## src/rtl/tp_pkg.sv

```systemverilog
package tp_pkg;
    typedef enum logic [1:0] {
        ST_IDLE,
        ST_LINE_A,
        ST_LINE_B
    } tp_state_e;

    typedef enum logic [1:0] {
        REF_ONE,
        REF_TWO,
        REF_BAD
    } tp_kind_e;
endpackage

```

## src/rtl/tp_ref_split.sv

```systemverilog
module tp_ref_split #(
    parameter int ADDR_W     = 32,
    parameter int SIZE_W     = 5,
    parameter int LINE_BYTES = 16,
    parameter int SETS       = 4,
    localparam int OFF_W = $clog2(LINE_BYTES),
    localparam int IDX_W = $clog2(SETS),
    localparam int SET_W = (IDX_W > 0) ? IDX_W : 1,
    localparam int TAG_W = ADDR_W - OFF_W - IDX_W
) (
    input  logic [ADDR_W-1:0] addr,
    input  logic [SIZE_W-1:0] size,
    output logic [SET_W-1:0]  set_a,
    output logic [SET_W-1:0]  set_b,
    output logic [TAG_W-1:0]  tag_a,
    output logic [TAG_W-1:0]  tag_b,
    output tp_pkg::tp_kind_e  kind
);
    localparam logic [ADDR_W-1:0] SET_MASK = ADDR_W'(SETS - 1);

    logic [ADDR_W-1:0] end_addr;
    logic [ADDR_W-1:0] line_a, line_b;
    logic [ADDR_W-1:0] idx_a, idx_b, idx_next;

    always_comb begin
        end_addr = addr + ADDR_W'(size) - ADDR_W'(1);
        line_a   = addr >> OFF_W;
        line_b   = end_addr >> OFF_W;
        idx_a    = line_a & SET_MASK;
        idx_b    = line_b & SET_MASK;
        idx_next = (idx_a + ADDR_W'(1)) & SET_MASK;
        set_a    = SET_W'(idx_a);
        set_b    = SET_W'(idx_b);
        tag_a    = TAG_W'(addr >> (OFF_W + IDX_W));
        tag_b    = TAG_W'(end_addr >> (OFF_W + IDX_W));
        if (idx_b == idx_a) begin
            kind = tp_pkg::REF_ONE;
        end else if (idx_b == idx_next) begin
            kind = tp_pkg::REF_TWO;
        end else begin
            kind = tp_pkg::REF_BAD;
        end
    end
endmodule

```

## src/rtl/tp_way_shift.sv

```systemverilog
module tp_way_shift #(
    parameter int WAYS  = 4,
    parameter int TAG_W = 26,
    parameter int WAY_W = 2
) (
    input  logic [WAYS-1:0][TAG_W-1:0] ways_in,
    input  logic [TAG_W-1:0]           tag_in,
    input  logic [WAY_W-1:0]           pos,
    output logic [WAYS-1:0][TAG_W-1:0] ways_out
);
    for (genvar j = 0; j < WAYS; j++) begin : g_way
        if (j == 0) begin : g_front
            assign ways_out[0] = tag_in;
        end else begin : g_rest
            assign ways_out[j] = (WAY_W'(j) <= pos) ? ways_in[j-1] : ways_in[j];
        end
    end
endmodule

```

## src/rtl/tp_sat_counter.sv

```systemverilog
module tp_sat_counter #(
    parameter int CNT_W = 64
) (
    input  logic             clk,
    input  logic             rst_n,
    input  logic             inc,
    output logic [CNT_W-1:0] count
);
    localparam logic [CNT_W-1:0] CNT_MAX = '1;

    logic [CNT_W-1:0] cnt_d, cnt_q;

    always_comb begin
        cnt_d = cnt_q;
        if (inc && (cnt_q != CNT_MAX)) begin
            cnt_d = cnt_q + CNT_W'(1);
        end
    end

    always_ff @(posedge clk) begin
        if (!rst_n) begin
            cnt_q <= '0;
        end else begin
            cnt_q <= cnt_d;
        end
    end

    assign count = cnt_q;

    a_r8_step_by_one: assert property (@(posedge clk) disable iff (!rst_n)
        (inc && (cnt_q != CNT_MAX)) |=> (cnt_q == $past(cnt_q) + CNT_W'(1)));
    a_r8_idle_hold: assert property (@(posedge clk) disable iff (!rst_n)
        !inc |=> $stable(cnt_q));
    a_r8_saturate: assert property (@(posedge clk) disable iff (!rst_n)
        (cnt_q == CNT_MAX) |=> (cnt_q == CNT_MAX));
endmodule

```

## src/rtl/lru_tag_profiler.sv

```systemverilog
module lru_tag_profiler #(
    parameter int ADDR_W     = 32,
    parameter int SIZE_W     = 5,
    parameter int LINE_BYTES = 16,
    parameter int SETS       = 4,
    parameter int WAYS       = 4,
    parameter int CNT_W      = 64,
    localparam int OFF_W = $clog2(LINE_BYTES),
    localparam int IDX_W = $clog2(SETS),
    localparam int SET_W = (IDX_W > 0) ? IDX_W : 1,
    localparam int WAY_W = (WAYS > 1) ? $clog2(WAYS) : 1,
    localparam int TAG_W = ADDR_W - OFF_W - IDX_W
) (
    input  logic              clk,
    input  logic              rst_n,
    input  logic              in_valid,
    output logic              in_ready,
    input  logic [ADDR_W-1:0] in_addr,
    input  logic [SIZE_W-1:0] in_size,
    output logic              done,
    output logic              done_miss,
    output logic              err,
    output logic [CNT_W-1:0]  miss_count
);
    import tp_pkg::*;

    if (((LINE_BYTES & (LINE_BYTES - 1)) != 0) || ((SETS & (SETS - 1)) != 0) ||
        ((WAYS & (WAYS - 1)) != 0) || (LINE_BYTES < 1) || (SETS < 1) || (WAYS < 1)) begin : g_bad_param
        $error("lru_tag_profiler: LINE_BYTES, SETS and WAYS must be powers of two");
    end

    localparam logic [WAY_W-1:0] LAST_WAY = WAY_W'(WAYS - 1);

    typedef logic [WAYS-1:0][TAG_W-1:0] set_t;

    typedef struct packed {
        tp_state_e              st;
        logic [WAY_W-1:0]       way;
        logic [SET_W-1:0]       set_a;
        logic [SET_W-1:0]       set_b;
        logic [TAG_W-1:0]       tag_a;
        logic [TAG_W-1:0]       tag_b;
        logic                   two;
        logic                   missed;
        logic                   done;
        logic                   done_miss;
        logic                   err;
        logic [SETS-1:0][WAYS-1:0][TAG_W-1:0] tags;
    } ctl_t;

    ctl_t d, q;

    logic [SET_W-1:0] req_set_a, req_set_b;
    logic [TAG_W-1:0] req_tag_a, req_tag_b;
    tp_kind_e         req_kind;

    logic [SET_W-1:0] cur_set;
    logic [TAG_W-1:0] cur_tag;
    set_t             cur_ways, new_ways;
    logic             hit_now, last_now, upd, fin_miss;
    logic [WAY_W-1:0] ins_pos;

    tp_ref_split #(
        .ADDR_W(ADDR_W), .SIZE_W(SIZE_W), .LINE_BYTES(LINE_BYTES), .SETS(SETS)
    ) u_split (
        .addr(in_addr), .size(in_size),
        .set_a(req_set_a), .set_b(req_set_b),
        .tag_a(req_tag_a), .tag_b(req_tag_b),
        .kind(req_kind)
    );

    always_comb begin
        cur_set  = (q.st == ST_LINE_B) ? q.set_b : q.set_a;
        cur_tag  = (q.st == ST_LINE_B) ? q.tag_b : q.tag_a;
        cur_ways = q.tags[cur_set];
        hit_now  = (cur_ways[q.way] == cur_tag);
        last_now = (q.way == LAST_WAY);
        ins_pos  = hit_now ? q.way : LAST_WAY;
    end

    tp_way_shift #(.WAYS(WAYS), .TAG_W(TAG_W), .WAY_W(WAY_W)) u_shift (
        .ways_in(cur_ways), .tag_in(cur_tag), .pos(ins_pos), .ways_out(new_ways)
    );

    always_comb begin
        d           = q;
        d.done      = 1'b0;
        d.done_miss = 1'b0;
        d.err       = 1'b0;
        upd         = 1'b0;
        unique case (q.st)
            ST_IDLE: begin
                if (in_valid) begin
                    if (req_kind == REF_BAD) begin
                        d.err = 1'b1;
                    end else begin
                        d.st     = ST_LINE_A;
                        d.way    = '0;
                        d.set_a  = req_set_a;
                        d.set_b  = req_set_b;
                        d.tag_a  = req_tag_a;
                        d.tag_b  = req_tag_b;
                        d.two    = (req_kind == REF_TWO);
                        d.missed = 1'b0;
                    end
                end
            end
            ST_LINE_A, ST_LINE_B: begin
                if (hit_now || last_now) begin
                    upd              = 1'b1;
                    d.tags[cur_set]  = new_ways;
                    if ((q.st == ST_LINE_A) && q.two) begin
                        d.st     = ST_LINE_B;
                        d.way    = '0;
                        d.missed = !hit_now;
                    end else begin
                        d.st        = ST_IDLE;
                        d.done      = 1'b1;
                        d.done_miss = q.missed || !hit_now;
                    end
                end else begin
                    d.way = q.way + WAY_W'(1);
                end
            end
            default: d.st = ST_IDLE;
        endcase
        fin_miss = d.done && d.done_miss;
    end

    always_ff @(posedge clk) begin
        if (!rst_n) begin
            q <= '0;
        end else begin
            q <= d;
        end
    end

    tp_sat_counter #(.CNT_W(CNT_W)) u_count (
        .clk(clk), .rst_n(rst_n), .inc(fin_miss), .count(miss_count)
    );

    assign in_ready  = (q.st == ST_IDLE);
    assign done      = q.done;
    assign done_miss = q.done_miss;
    assign err       = q.err;

    a_r2_done_after_busy: assert property (@(posedge clk) disable iff (!rst_n)
        done |-> $past(!in_ready));
    a_r2_done_one_cycle: assert property (@(posedge clk) disable iff (!rst_n)
        done |=> !done);
    a_r3_front_hit_keeps_order: assert property (@(posedge clk) disable iff (!rst_n)
        (upd && hit_now && (q.way == '0)) |=> $stable(q.tags));
    a_r4_front_gets_tag: assert property (@(posedge clk) disable iff (!rst_n)
        upd |=> (q.tags[$past(cur_set)][0] == $past(cur_tag)));
    a_r7_err_from_accept: assert property (@(posedge clk) disable iff (!rst_n)
        err |-> ($past(in_valid && in_ready) && !done));
    a_r7_err_no_update: assert property (@(posedge clk) disable iff (!rst_n)
        err |-> $stable(q.tags));
endmodule

```

## config.mk

```make
export PLATFORM = sky130hd
export DESIGN_NAME = lru_tag_profiler
export DESIGN_NICKNAME = d
export VERILOG_FILES = /design/src/rtl/tp_pkg.sv /design/src/rtl/tp_ref_split.sv /design/src/rtl/tp_way_shift.sv /design/src/rtl/tp_sat_counter.sv /design/src/rtl/lru_tag_profiler.sv
export SDC_FILE = /design/constraint.sdc
export NUM_CORES = 1
export LEC_CHECK = 0
export CAP_MARGIN = 20
export CORE_MARGIN = 2
export CORE_UTILIZATION = 45
export CTS_CLUSTER_DIAMETER = 40
export DETAILED_ROUTE_END_ITERATION = 8
export DONT_BUFFER_PORTS = 1
export GPL_TIMING_DRIVEN = 0
export HOLD_SLACK_MARGIN = 0.08
export SYNTH_ARGS = -nofsm -noshare
export SYNTH_HDL_FRONTEND = slang
export SYNTH_SLANG_ARGS = --single-unit
```

## constraint.sdc

```tcl
create_clock -name clk -period 5.4 [get_ports clk]
set_clock_uncertainty 0.05 [all_clocks]
set_input_delay 0.27 -clock clk [delete_from_list [all_inputs] [get_ports clk]]
set_output_delay 0.27 -clock clk [all_outputs]
set_load 0.01 [all_outputs]
```

==> results.ini, run 1 <==
[worst_setup_path]
required_ns = 5.86
crit_family = buffers and inverters
cpMostUsedCell = buf_4
slowest_stage = mux4_2
critical_path.cell_chain = inv_2 -> ha_1 -> buf_6 -> mux2_4 -> buf_2 -> clkbuf_8 -> buf_4 -> mux4_2 -> mux2i_1 -> xnor2_1 -> nand4_1 -> a211oi_2 -> buf_4 -> nand3_4 -> buf_12 -> a2111oi_4 -> buf_6 -> buf_4 -> mux2i_1 -> nor2_1
crit_buf_inv = 9
critical_path.max_stage_delay_ns = 0.48
path_class = reg -> reg
cp-end-kind = register
crit_arrival_ns = 5.96
path_max_fanout = 10
start_kind = register

[global_routing]
antenna_found_initial = 3
grt_overflow_total = 0
grt_pass1_vias = 25120
track_usage_pct = 39.64
grt_pass1_wl_um = 173100
grt_max_degree = 14

[detailed_routing]
drt_first_iter_violations = 4407
vias_per_cell = 6.669
route.met2.wl_um = 50610
ant_nets = 0
wl_per_cell_um = 30.48
drt-pass1-iter-count = 9
wl_um = 122300
top_layer = met5
route.met3.wl_um = 16550
met1Wirelength_um = 47700
drc = 3
num_vias = 26760

[sta]
setup_viol = 201
fin_ws_ns = -0.1047
period_share_pct = 101.9
tightest_slew_ns = 1.175
max_freq_ghz = 0.1817
grt_setup_unrepaired = true
finalCriticalPeriod_ns = 5.505
setup_tns_ns = -4.596
hold_viol = 0
hold_ws_ns = 0.1048
slew_violations = 0
maxSlewHeadroom_pct = 19.46

[die]
initial_core_util_pct = 45.70
dieHeight_um = 244.0
io_pins = 108
die_w_um = 244.0
dieArea_um2 = 59530
rows = 87
core_area_um2 = 56710

[clock_tree]
path_clk_slew_ns = 0.05
cts_max_path_buffers = 3
insertion_delay_ns = 0.67
numClockSinks = 545
cts_made_buffers = 97
cts_root_buffer = clkbuf_16
htree_num_levels = 3
cts_tree = yes

[status]
failed_checks = design-rule violations, negative setup slack
status = finished with violations

[logic_synthesis]
yosysWarnings = 0
synth_nets = 3066
synth_area_per_cell_um2 = 8.677
yosysSeqAreaShare_pct = 42.10
ys_ff_latch = 545
async_reset_ff_share_pct = 0
synthesis.area_um2 = 25920
synthCells = 2987
synth_edf_count = 0
synth-main-ff-cell = dfxtp_1
synth.distinct_cells = 68

[place]
globalplace.congestion = 1.052
portBuffers = 0
dp_hpwl_um = 83570

[final_layout]
synthToLayoutAreaGrowth_pct = 25.94
nets = 3253
final_common_cell = dfxtp_1
layout-drive-gt1-share_pct = 18.65
final_cell_mix = dfxtp_1 (544), a21oi_1 (431), o21ai_0 (314)

[job]
maxCapViolCount = 0

[worst_hold_path]
hp-class = in -> reg

[power]
p_leak_nw = 11.83
power_per_cell_area_nw_per_um2 = 425.1
vdd_drop_max_v = 0.0002779

cell families after synthesis:
group	count (synthesis)	share of synthesized area [%]
AO/OA/AOI/OAI	932	19.72
AND/OR/NAND/NOR	824	15.94
flip-flops	545	42.10
buffers and inverters	319	5.706
multiplexers	280	13.04
XOR/XNOR	48	1.622
adder cells (fa/ha/maj)	39	1.883
Yosys cell counts, types with 3 or more instances:
cell	n	area share, %
a2111oi_4	4	0.42
a21boi_0	3	0.087
o21a_1	10	0.29
and4_1	6	0.20
o2111ai_1	3	0.10
a31o_2	3	0.10
a21oi_1	431	8.3
a221oi_1	4	0.14
ha_1	39	1.9
nor3_1	257	5.0
a22oi_1	19	0.55
buf_1	17	0.25
or3_1	53	1.3
nor2b_1	5	0.12
a31oi_1	7	0.17
nor4_2	3	0.14
inv_1	59	0.85
dfxtp_1	545	42
buf_4	23	0.67
or2_2	6	0.14
o31ai_1	13	0.38
nand4_1	31	0.75
mux4_2	40	3.5
xnor2_1	36	1.2
nand3_1	39	0.75
nor2_1	136	2.0
mux2_2	21	0.91
nand2b_1	14	0.34
buf_6	8	0.35
or4_1	15	0.43
a211oi_1	41	1.2
and3_1	17	0.41
and2_1	3	0.072
a21o_1	10	0.29
buf_2	108	2.1
mux2i_1	212	8.2
o22ai_1	3	0.072
nor4_1	64	1.5
nand2_1	166	2.4
o21ai_0	317	6.1
clkbuf_1	102	1.5
mux2_4	5	0.29
xor2_1	12	0.41
o21ai_1	47	0.91
final timing paths:
check	to	cells after the start	slack (ns)	start
max	q[24]	20	-0.10	q[479]
min reg2reg	q[438]	2	0.40	q[438]
min	q[423]	4	0.10	in_addr[7]
max reg2reg	q[24]	20	-0.10	q[479]
where the power goes:
group,switching (mW),internal (mW)
Combinational,2.26,1.04
Sequential,0.0665,4.13
Clock,2.30,4.08
metal layers:
| layer | up-vias | global-route usage, % |
|---|---|---|
| met1 | 12980 | 52.21 |
| met3 | 441 | 13.25 |
| li1 | 11340 | - |
| met5 | - | 0 |
| met4 | 4 | 22.36 |
| met2 | 1989 | 56.71 |
through the flow:
| stage | util, % | cell area (um2) | instances | setup slack, ns | power (mW) |
|---|---|---|---|---|---|
| 2_1_floorplan | - | 25920 | 2987 | 1.046 | 5.801 |
| 3_3_place_gp | 47.37 | 26860 | 3743 | -2.498 | 6.853 |
| 3_5_place_dp | 47.63 | 27010 | 3758 | -2.224 | 6.915 |
| 4_1_cts | 56.19 | 31870 | 3987 | -0.003085 | 13.53 |
| 5_1_grt | 57.55 | 32640 | 4010 | -0.06392 | 14.12 |
| 6_report | 57.56 | 32640 | 4012 | -0.1047 | 13.87 |
flip-flops by register name, indices dropped and copies added, names as in the netlist:
| signal | cells |
|---|---|
| done | 1 |
| done_miss | 1 |
| err | 1 |
| q | 478 |
| u_count.count | 64 |
timing repair:
item | in CTS | in global routing
endpoints found under the hold margin | 49 | 0
cloned | 2 | 3
endpoints found under the setup margin | 487 | 478
pin swaps | 11 | 15
buffers inserted | 19 | 21
resized for setup | 253 | 165
hold buffers | 29 | 0
tightest hold or removal path: stages:
cell      delay (ns)
ha_1            0.15
o21a_1          0.14
nand3b_1        0.12
a21oi_1         0.07
cell type report:
| type | count | area, um2 |
|---|---|---|
| multi-input combinational | 2123 | 14500 |
| inverter | 61 | 229.0 |
| fill | 4977 | 24070 |
| clock inverter | 62 | 723.2 |
| buffer | 258 | 1848 |
| clock buffer | 117 | 2668 |
| sequential | 545 | 10910 |
| tap | 756 | 945.9 |
| timing repair buffer | 88 | 815.8 |
| antenna | 2 | 5.005 |
Note: power is estimated with default switching activity, not from simulation.
==> run 2: changes to the inputs <==
--- a/config.mk
+++ b/config.mk
@@ -13,6 +13,8 @@
 export DONT_BUFFER_PORTS = 1
 export GPL_TIMING_DRIVEN = 0
 export HOLD_SLACK_MARGIN = 0.08
+export SETUP_SLACK_MARGIN = 0.05
 export SYNTH_ARGS = -nofsm -noshare
 export SYNTH_HDL_FRONTEND = slang
+export SYNTH_HIERARCHICAL = 1
 export SYNTH_SLANG_ARGS = --single-unit
==> run 2 against run 1 <==
  * Die area grew 9.4%
  * First-iteration DRC count down 40%
  * Synthesized cell count is 4.9% higher
  * Combinational power up 15%
  * Clock power is 7.7% lower
  * Clock-buffer cell count shrank 9
  * The flow finishes with violations (negative setup slack)
  * Routed wire length shrank 8.4%
  * Critical path depth grew 4
  * Final cell count rose by 6.2%
  * Fmax is 1.2% higher
==> results.ini, run 2 <==
[status]
status = finished with violations
failed_checks = negative setup slack

[clock_tree]
cts_root_buffer = clkbuf_16
htree_num_levels = 3
cts_made_buffers = 93
numClockSinks = 545
cts_max_path_buffers = 3
cts_tree = yes
insertion_delay_ns = 0.66
path_clk_slew_ns = 0.06

[logic_synthesis]
synth_area_per_cell_um2 = 9.063
ys_ff_latch = 545
synth_nets = 3212
yosysTopAreaCellShare_pct = 38.42
synth_area_leaders = dfxtp_1 (38%), mux2i_1 (17%), nand2_1 (9.4%), mux2_2 (3.1%), mux4_2 (2.6%)
synthMostInstantiatedCell = nand2_1
synth_edf_count = 0
yosys-top-cells-count = nand2_1 (713), dfxtp_1 (545), mux2i_1 (489)
synth-main-ff-cell = dfxtp_1
synth_area_leader_cell = dfxtp_1
yosysWarnings = 6
synthCells = 3133
synthesis.area_um2 = 28390
async_reset_ff_share_pct = 0
yosysSeqAreaShare_pct = 38.42
synth.distinct_cells = 98

[final_layout]
final_cell_mix = nand2_1 (688), dfxtp_1 (543), mux2i_1 (470)
fin_area_um2 = 35450
synthToLayoutAreaGrowth_pct = 24.85
largest_reg_flops = 478
final_common_cell = nand2_1
nets = 3409
layout-drive-gt1-share_pct = 21.77
regMostFlops = q

[place]
post_dp_cell_area_um2 = 29470
dp_hpwl_um = 76960
globalplace.congestion = 1.007
portBuffers = 0

[power]
power_per_cell_area_nw_per_um2 = 391.1
p_leak_nw = 12.88
p_total_mw = 13.87
vdd_drop_max_v = 0.0002563

[worst_setup_path]
cp-end-kind = register
critical_path.cell_chain = inv_2 -> ha_4 -> buf_6 -> or3b_4 -> and2_4 -> buf_12 -> buf_12 -> buf_16 -> o22ai_4 -> nor3_4 -> nor4_4 -> xor2_1 -> nand4_1 -> buf_4 -> or4_4 -> buf_12 -> or3_4 -> buf_8 -> nor2_8 -> buf_6 -> buf_12 -> mux2_2 -> nand2_4 -> mux2i_1
path_max_fanout = 8
rr_startpoint = q[479]
crit_arrival_ns = 5.92
crit_family = simple AND/OR/NAND/NOR gates
ff2ff_path_depth = 24
critical_path.max_stage_delay_ns = 0.51
required_ns = 5.88
reg2reg_to = q[145]
start_kind = register
cp.depth = 24
crit_buf_inv = 10
endpoint = q[145]
r2r_setup_slack_ns = -0.04
cpMostUsedCell = buf_12
path_class = reg -> reg
crit_path_start = q[479]
slowest_stage = or4_4

[detailed_routing]
wl_um = 112000
drc = 0
drt_first_iter_violations = 2627
num_vias = 26000
wl_per_cell_um = 26.28
drt-pass1-iter-count = 8
vias_per_cell = 6.104
ant_nets = 0

[die]
core_area_um2 = 62740
dieHeight_um = 255.2
dieArea_um2 = 65120
die_w_um = 255.2
initial_core_util_pct = 45.26
io_pins = 108
rows = 92

[sta]
period_share_pct = 100.8
tightest_slew_ns = 1.294
max_freq_ghz = 0.1838
slew_violations = 0
finalCriticalPeriod_ns = 5.441
setup_viol = 41
fin_ws_ns = -0.04078
maxSlewHeadroom_pct = 13.71
hold_viol = 0
grt_setup_unrepaired = true
hold_ws_ns = 0.09167

[global_routing]
track_usage_pct = 33.23
antenna_found_initial = 7
grt_pass1_wl_um = 160300
grt_max_degree = 14
grt_overflow_total = 0
grt_pass1_vias = 24980

[worst_hold_path]
hp-class = in -> reg

[job]
maxCapViolCount = 0

-- run 2: changes by cell type in the layout (fill, tap and decap cells not counted), moves of 31 or more --
cell / delta
nand2_1: +522
mux2i_1: +316
a21oi_1: -310
o21ai_0: -282
nor3_1: -225
o22ai_1: +62
o21ai_1: -45
buf_4: +44
nor2_1: -43
mux2_2: +38
mux2_4: +34
nor4_2: -34
or3_1: -31
-- run 2: layer usage --
metal  share of wire [%]  GRT usage (%)  vias to the layer above
met5               0.025              0                        -
met4                 6.0          19.13                        4
met3                 9.9          8.207                      372
met2                  44          51.37                     1441
met1                  40          42.22                    12760
li1                    -              -                    11430
-- run 2: cells by family (layout without fill, tap and decap cells) --
logic type               count (synthesis)  after routing  share of synthesized area, %
AO/OA/AOI/OAI                          425            425                         9.862
adder cells (fa/ha/maj)                 39             39                         1.719
buffers and inverters                  331            607                         6.561
flip-flops                             545            545                         38.42
multiplexers                           621            621                         24.09
other                                    0              5                             0
AND/OR/NAND/NOR                       1095           1095                         16.97
XOR/XNOR                                77             77                         2.375
-- run 2: layout make-up --
class	instances	area (um2)
Antenna cell	5	12.51
Sequential cell	545	10920
Multi-Input combinational cell	2257	16890
Inverter	65	247.7
Fill cell	5475	27280
Tap cell	846	1059
Clock inverter	66	664.4
Buffer	261	2100
Clock buffer	108	2474
Timing Repair Buffer	107	1086
-- run 2: power breakdown --
group | internal, mW | switching, mW
logic | 1.48 | 2.31
registers | 4.13 | 0.0655
clock network | 3.56 | 2.32
-- run 2: worst min-delay path by stage --
stage | startpoint | end | cells after the start
global route | in_addr[5] | q[420] | 4
floorplan | in_valid | err | 2
detailed placement | in_valid | err | 2
CTS | in_addr[8] | q[423] | 5
finish | in_addr[8] | q[424] | 6
global placement | in_valid | err | 2
-- run 2: worst min-delay path, stage by stage --
cell and delay [ns]:
inv_1 0.04, ha_1 0.15, a21oi_1 0.05, xnor2_1 0.12, nand2_1 0.07, a21oi_1 0.05
-- run 2: timing repair --
action | 4_1_cts | 5_1_grt
resized for setup | 244 | 188
endpoints found under the setup margin | 487 | 331
buffers inserted | 39 | 27
hold buffers | 32 | 0
pin swaps | 32 | 39
endpoints found under the hold margin | 66 | 0
gates cloned | 4 | 3
-- run 2: through the flow --
step / TNS [ns] / instances / setup WS, ns / util, %
5_1_grt: -2.031 / 4255 / -0.05884 / 56.49
4_1_cts: 0 / 4226 / 0.03621 / 54.70
3_3_place_gp: -903.80 / 3979 / -2.751 / 46.95
3_5_place_dp: -934.04 / 3980 / -2.812 / 46.97
6_report: -0.7308 / 4260 / -0.04078 / 56.51
2_1_floorplan: 0 / 3133 / 0.3161 / -
